<file path="src/rtl/cla16_two_level.sv">
module cla16_two_level #(
  parameter int GROUP_W = 4,
  parameter int GROUPS  = 4
) (
  input  logic [GROUP_W*GROUPS-1:0] op_a,
  input  logic [GROUP_W*GROUPS-1:0] op_b,
  input  logic                      carry_in,
  output logic [GROUP_W*GROUPS-1:0] sum,
  output logic                      carry_out
);
  localparam int WIDTH = GROUP_W * GROUPS;

  // Carry into position n from n generate/propagate pairs, as flat sum of products.
  function automatic logic lookahead(input logic [WIDTH-1:0] g, input logic [WIDTH-1:0] p,
                                     input logic c0, input int n);
    logic acc, term;
    acc = c0;
    for (int m = 0; m < n; m++) acc = acc & p[m];
    for (int k = 0; k < n; k++) begin
      term = g[k];
      for (int m = k + 1; m < n; m++) term = term & p[m];
      acc = acc | term;
    end
    return acc;
  endfunction

  logic [WIDTH-1:0]  bit_g, bit_p, bit_c;
  logic [GROUPS-1:0] grp_g, grp_p;
  logic [GROUPS:0]   grp_c;

  assign bit_g = op_a & op_b;
  assign bit_p = op_a | op_b;

  for (genvar gi = 0; gi < GROUPS; gi++) begin : g_slice
    localparam int BASE = gi * GROUP_W;
    logic [WIDTH-1:0] sg, sp;
    assign sg = {{(WIDTH-GROUP_W){1'b0}}, bit_g[BASE +: GROUP_W]};
    assign sp = {{(WIDTH-GROUP_W){1'b0}}, bit_p[BASE +: GROUP_W]};
    assign grp_p[gi] = &bit_p[BASE +: GROUP_W];
    assign grp_g[gi] = lookahead(sg, sp, 1'b0, GROUP_W);
    for (genvar j = 0; j < GROUP_W; j++) begin : g_bit
      assign bit_c[BASE + j] = lookahead(sg, sp, grp_c[gi], j);
    end
  end

  logic [WIDTH-1:0] top_g, top_p;
  assign top_g    = {{(WIDTH-GROUPS){1'b0}}, grp_g};
  assign top_p    = {{(WIDTH-GROUPS){1'b0}}, grp_p};
  assign grp_c[0] = carry_in;
  for (genvar j = 1; j <= GROUPS; j++) begin : g_top
    assign grp_c[j] = lookahead(top_g, top_p, carry_in, j);
  end

  assign sum       = op_a ^ op_b ^ bit_c;
  assign carry_out = grp_c[GROUPS];

  always_comb begin
    a_r3_total: assert ({carry_out, sum} == ({1'b0, op_a} + {1'b0, op_b} + {{WIDTH{1'b0}}, carry_in}))
      else $error("total mismatch");
    a_r4_all_ones: assert (!(op_a == {WIDTH{1'b1}} && op_b == '0 && carry_in) || (sum == '0 && carry_out))
      else $error("all-ones carry lost");
    a_r6_no_generate: assert (!((op_a & op_b) == '0 && !carry_in) || (sum == (op_a | op_b) && !carry_out))
      else $error("spurious carry");
    a_r7_top_generate: assert (!(op_a[WIDTH-1] && op_b[WIDTH-1]) || carry_out)
      else $error("top generate missed");
  end

  for (genvar gi = 1; gi < GROUPS; gi++) begin : g_chk
    localparam int BASE = gi * GROUP_W;
    always_comb begin
      logic [WIDTH:0] lo;
      lo = {1'b0, op_a & ((WIDTH)'(1 << BASE) - 1'b1)} + {1'b0, op_b & ((WIDTH)'(1 << BASE) - 1'b1)}
           + {{WIDTH{1'b0}}, carry_in};
      a_r5_group_carry: assert (grp_c[gi] == lo[BASE]) else $error("slice carry wrong");
    end
  end
endmodule

</file>
<file path="config.mk">
export PLATFORM = sky130hd
export DESIGN_NAME = cla16_two_level
export DESIGN_NICKNAME = d
export VERILOG_FILES = /design/src/rtl/cla16_two_level.sv
export SDC_FILE = /design/constraint.sdc
export NUM_CORES = 1
export LEC_CHECK = 0
export BUFFER_PORTS_ARGS = -buffer_cell sky130_fd_sc_hd__clkbuf_2
export CORE_MARGIN = 10
export CORE_UTILIZATION = 52
export DETAILED_ROUTE_END_ITERATION = 8
export PLACE_DENSITY = 0.85
export SETUP_SLACK_MARGIN = 0.05
export SYNTH_ARGS = -nofsm -noshare
export SYNTH_HDL_FRONTEND = slang
export SYNTH_SLANG_ARGS = --single-unit
</file>
<file path="constraint.sdc">
create_clock -name vclk -period 3.35
set_input_delay 0.67 -clock vclk [all_inputs]
set_output_delay 0.67 -clock vclk [all_outputs]
set_load 0.01 [all_outputs]
</file>
==> results.json, run 1 <==
{
  "status": "finished, violations left",
  "violations": "negative setup slack",
  "cp_max_fo": 2,
  "path_class": "in -> out",
  "dp.cells": 249,
  "nClkBuffers": 0,
  "hold_viol_final": 0,
  "p_seq_frac": 0,
  "slew_viol_final": 0,
  "vias_per_cell": 5.120,
  "cp_data_arrival_time_ps": 2680,
  "vias": 1321,
  "end_kind": "output port",
  "fmax_mhz": 298.5,
  "max_slew_margin": 0.7146,
  "worst_setup_path_start_kind": "input port",
  "p_int_w": 0.0001519,
  "setup_slack_ps": -0.2609,
  "rows": 17,
  "core_area_um2": 2233,
  "synthCells": 161,
  "path_cells": "buf_8 -> inv_4 -> ha_4 -> nand2b_4 -> a2111o_1 -> a2111oi_4 -> or3_4 -> fa_2 -> buf_6",
  "synthXorXnorAreaFrac": 0.05000,
  "grt_max_degree": 8,
  "final_area_um2": 1807,
  "grt_pass1_vias": 1287,
  "p_switching_w": 0.0001593,
  "cp.required_ps": 2680,
  "cap_viol_max_count": 0,
  "dieArea_um2": 4700,
  "postPlaceCellArea_um2": 1590,
  "portBuffers": 50,
  "seq_area_um2": 0,
  "syn2layout_area_growth_pct": 47.35,
  "synthMuxAreaShare": 0.009184,
  "drcViolationCount": 0,
  "antenna_found_initial": 0,
  "worst-path-buf-inv": 3,
  "postRouteAntennaNets": 0,
  "finalPower_w": 0.0003112,
  "die_y_um": 68.56,
  "cp-endpoint": "sum[12]",
  "routed_wl_um": 3502,
  "vdd_drop_max_mv": 0.1302,
  "grt_pass1_wl_um": 5037,
  "fin_cells": 258,
  "hp-class": "in -> out",
  "yosysWarnings": 0,
  "holdWs_ps": 1756,
  "synth_top_family_by_area": "adder cells",
  "start_util": 0.5490,
  "die_width_um": 68.56,
  "nets": 301,
  "clkPwrFrac": 0,
  "first_iter_violations": 25,
  "synthSimpleGateAreaFrac": 0.1745,
  "ys_types": 43,
  "final_layout_size_suffix_gt1_frac": 0.4043,
  "insertedDiodeCount": 0,
  "hold_depth": 3,
  "critPathLaunch": "op_b[0]",
  "n_sequential_cell": 0,
  "max_stage_delay_ps": 470,
  "ys_seq_area_frac": 0,
  "rsz0062_at_grt": "true",
  "synth_nets": 230,
  "post-route-min-period_ps": 3350,
  "crit_slowest_cell": "a2111o_1",
  "cellPowerDensity_nw_per_um2": 172.2,
  "p_sw_frac": 0.5119,
  "synth.avg_cell_area_um2": 7.616,
  "dp_hpwl_um": 2615,
  "grt_use_total": 0.1255,
  "num_io_pins": 50,
  "finalCritPeriodShare": 1.000,
  "gp_congestion": 0.7971,
  "drt-pass1-iter-count": 4,
  "syn_area_um2": 1226,
  "worstMarginPinSlew_ps": 417.2,
  "p_leak_nw": 1.004,
  "synthAdderAreaFrac": 0.3918,
  "overflow": 0,
  "path_delay_family": "compound AO/OA/AOI/OAI gates",
  "wl_per_cell_um": 13.57,
  "finalSetupViolations": 1,
  "fin_util": 0.8090,
  "worst-path-stages": 9,
  "synth_compound_area_frac": 0.2337,
  "pwr-share-comb": 1.000
}
[Yosys cell counts (2+ instances only)]
cell type	count	area (um^2)
a21oi_1	6	30.03
fa_1	4	80.08
ha_1	32	400.4
inv_1	45	168.9
nand2_1	6	22.52
nand2b_1	2	12.51
nand3_1	3	15.01
nor2_1	10	37.54
nor2b_1	3	18.77
nor3_1	5	25.02
nor4b_1	2	17.52
o211a_1	2	20.02
o211ai_1	2	15.01
o21ai_0	2	10.01
o21bai_1	2	15.01
or4_1	3	22.52
xnor2_1	3	26.28
xor2_1	4	35.03
[through the flow]
| stage | TNS (ps) | worst slack [ps] |
|---|---|---|
| after floorplan | 0 | 148.3 |
| after global placement | -80.75 | -40.41 |
| after detailed placement | -177.8 | -80.43 |
| after CTS | 0 | 50.75 |
| after global routing | -69.56 | -60.21 |
| final | -0.2609 | -0.2609 |
[placed cells by master (no fill, tap or decap), types with 3 or more instances in the layout]
cell type	synthesis	final
a21oi_1	6	5
buf_2	0	6
buf_4	0	17
buf_6	0	4
clkbuf_2	0	41
fa_1	4	3
ha_1	32	27
ha_4	0	3
inv_1	45	43
nand2_1	6	5
nand3_1	3	3
nor2_1	10	10
nor2b_1	3	3
nor3_1	5	5
xnor2_1	3	3
xor2_1	4	4
[how the worst min path moves through the flow]
stage	startpoint	endpoint	slack, ps
6_report	op_b[4]	sum[4]	1760
5_1_grt	op_b[4]	sum[4]	1790
4_1_cts	op_b[4]	sum[4]	1770
3_5_place_dp	op_b[12]	sum[12]	1740
3_3_place_gp	op_b[12]	sum[12]	1740
2_1_floorplan	op_b[12]	sum[12]	1530
[power by group through the flow]
stage | Clock, W | Combinational [W] | Sequential [W]
after global placement | 0 | 0.000263 | 0
final | 0 | 0.000311 | 0
after CTS | 0 | 0.000282 | 0
after detailed placement | 0 | 0.000267 | 0
after global routing | 0 | 0.000345 | 0
after floorplan | 0 | 0.000165 | 0
[cells by family (layout without fill, tap and decap cells)]
family                   count (synthesis)  count (layout)
buffers and inverters                   46             115
AND/OR/NAND/NOR                         40              40
adder cells (fa/ha/maj)                 36              36
AO/OA/AOI/OAI                           31              31
XOR/XNOR                                 7               7
multiplexers                             1               1
[layout make-up]
| type | count | area (um^2) |
|---|---|---|
| well taps | 28 | 35.03 |
| inverters | 45 | 173.9 |
| repair buffers | 70 | 437.9 |
| fillers | 149 | 426.7 |
| multi-input cells | 115 | 1160 |
[timing repair]
| action | in CTS | in global routing |
|---|---|---|
| hold buffers | 0 | 0 |
| gates resized for setup | 12 | 26 |
| pin swaps | 8 | 14 |
| setup endpoints to repair | 5 | 9 |
| setup buffers | 4 | 6 |
[per-layer routing]
| metal | track usage | wire length (um) |
|---|---|---|
| met4 | 0.01005 | 8 |
| met5 | 0 | 0 |
| met1 | 0.1401 | 1346 |
| met2 | 0.2419 | 1867 |
| met3 | 0.02899 | 280 |
No activity file was read; power rests on OpenSTA's default activity.
==> run 2, diff against run 1 <==
==> constraint.sdc (replaced) <==
create_clock -name vclk -period 3.3
set_input_delay 0.66 -clock vclk [all_inputs]
set_output_delay 0.66 -clock vclk [all_outputs]
set_load 0.01 [all_outputs]
==> run 2 against run 1 <==
Effect of this change:
- the flow still finishes with violations (negative setup slack)
- critical endpoint unchanged
- routed wire length grew 9.5%
- via count grew 3.9%
- clock-buffer cell count is the same
- cell count is the same
- worst setup slack lost 40 ps
- first-iteration DRC count grew 80%
- power grew 3.8%
- highest routed layer unchanged
- core utilization grew 1.1 points
- combinational power grew 4%
- non-clock buffer count is the same
- die area is the same
- sequential share of layout area is the same
==> results.json, run 2 (same netlist as run 1, synthesis figures left out) <==
{
  "clkPwrFrac": 0,
  "insertedDiodeCount": 0,
  "nClkBuffers": 0,
  "cp_data_arrival_time_ps": 2680,
  "wl_met2_um": 2068,
  "pwr-share-comb": 1.000,
  "fmax_mhz": 299.4,
  "setup_slack_ps": -39.88,
  "num_io_pins": 50,
  "violations": "negative setup slack",
  "nFillCells": 147,
  "die_width_um": 68.56,
  "path_class": "in -> out",
  "die_y_um": 68.56,
  "gp_congestion": 0.8122,
  "seq_area_um2": 0,
  "wl_met3_um": 375,
  "grt_pass1_vias": 1266,
  "final_layout_size_suffix_gt1_frac": 0.4348,
  "start_util": 0.5490,
  "vias_per_cell": 5.318,
  "hold_viol_final": 0,
  "core_area_um2": 2233,
  "dieArea_um2": 4700,
  "routed_wl_um": 3834,
  "maxUsedRoutingLayer": "met4",
  "wl_per_cell_um": 14.86,
  "final_common_cell": "clkbuf_2",
  "finalSetupViolations": 1,
  "status": "finished, violations left",
  "worstMarginPinSlew_ps": 417.3,
  "portBuffers": 50,
  "grt_pass1_wl_um": 5050,
  "first_iter_violations": 45,
  "n_sequential_cell": 0,
  "holdWs_ps": 1729,
  "mostFrequentLayoutCells": "42 x clkbuf_2, 40 x inv_1, 25 x ha_1, 17 x buf_4, 9 x nor2_1",
  "p_leak_nw": 1.008,
  "drcViolationCount": 0,
  "vdd_drop_max_mv": 0.1367,
  "overflow": 0,
  "end_kind": "output port",
  "hold_depth": 3,
  "rsz0062_at_grt": "true",
  "nets": 301,
  "met1_length_um": 1345,
  "slew_viol_final": 0,
  "hold_buffers": 0,
  "drt-pass1-iter-count": 4,
  "dp_slack_ps": -102.9,
  "p_seq_frac": 0,
  "max_slew_margin": 0.7213,
  "grt_max_degree": 8,
  "cp.required_ps": 2640,
  "p_sw_frac": 0.5090,
  "worst_setup_path_start_kind": "input port",
  "finalCritPeriodShare": 1.012,
  "hp-class": "in -> out",
  "vias": 1372,
  "cellPowerDensity_nw_per_um2": 176.3,
  "antenna_found_initial": 0,
  "syn2layout_area_growth_pct": 49.39,
  "dp_hpwl_um": 2711,
  "cap_viol_max_count": 0,
  "cp_max_fo": 2,
  "postRouteAntennaNets": 0,
  "rows": 17,
  "post-route-min-period_ps": 3340,
  "p_switching_w": 0.0001644,
  "grt_use_total": 0.1269,
  "p_int_w": 0.0001586
}
[run 2: changes by cell type in the layout (fill, tap and decap cells not counted), moves of 2 or more]
cell | before | now
ha_4 | 3 | 5
ha_1 | 27 | 25
inv_1 | 43 | 40
clkbuf_8 | 0 | 2
buf_2 | 6 | 3
inv_2 | 0 | 3
[run 2: area by class of cell]
type	instances	area, um^2	area share
Multi-Input combinational cell	115	1167	0.6373
Tap cell	28	35.03	0.01913
Inverter	45	173.9	0.09495
Timing Repair Buffer	70	455.4	0.2486
[run 2: metrics by stage]
step / TNS (ps) / cell area [um^2] / power, W / std cells / util
2_1_floorplan: 0 / 1226 / 0.0001674 / 161 / -
3_3_place_gp: -145.4 / 1605 / 0.0002693 / 251 / 0.7188
3_5_place_dp: -225.0 / 1605 / 0.0002745 / 251 / 0.7188
4_1_cts: 0 / 1700 / 0.0002912 / 253 / 0.7613
5_1_grt: -116.4 / 1832 / 0.0003569 / 258 / 0.8202
6_report: -39.88 / 1832 / 0.0003230 / 258 / 0.8202
[run 2: worst max-delay path, stage by stage]
cell,delay (ps)
buf_8,80
inv_4,30
ha_4,140
nand2b_4,130
a2111o_1,470
a2111oi_4,410
or3_4,190
fa_2,430
buf_6,140
[run 2: path summary, 6_finish.rpt]
check                    from  endpoint  slack (ps)
worst min-delay path  op_b[4]    sum[4]        1730
worst max-delay path  op_b[0]   sum[12]         -40
[run 2: layer usage]
layer / GRT usage / vias to the layer above
met1: 0.1413 / 624
met5: 0 / -
met3: 0.02899 / 6
met4: 0.007538 / 0
li1: - / 677
met2: 0.2465 / 65
[run 2: what timing repair did]
item	in CTS	in global routing
buffers inserted	2	5
endpoints found under the hold margin	0	0
gates cloned	0	0
resized for setup	18	29
setup endpoints to repair	5	9
pin swaps	12	15
[run 2: power groups by stage]
stage	Sequential, W	Combinational, W	Clock, W
2_1_floorplan	0	0.000167	0
3_3_place_gp	0	0.000269	0
3_5_place_dp	0	0.000274	0
4_1_cts	0	0.000291	0
5_1_grt	0	0.000357	0
6_report	0	0.000323	0
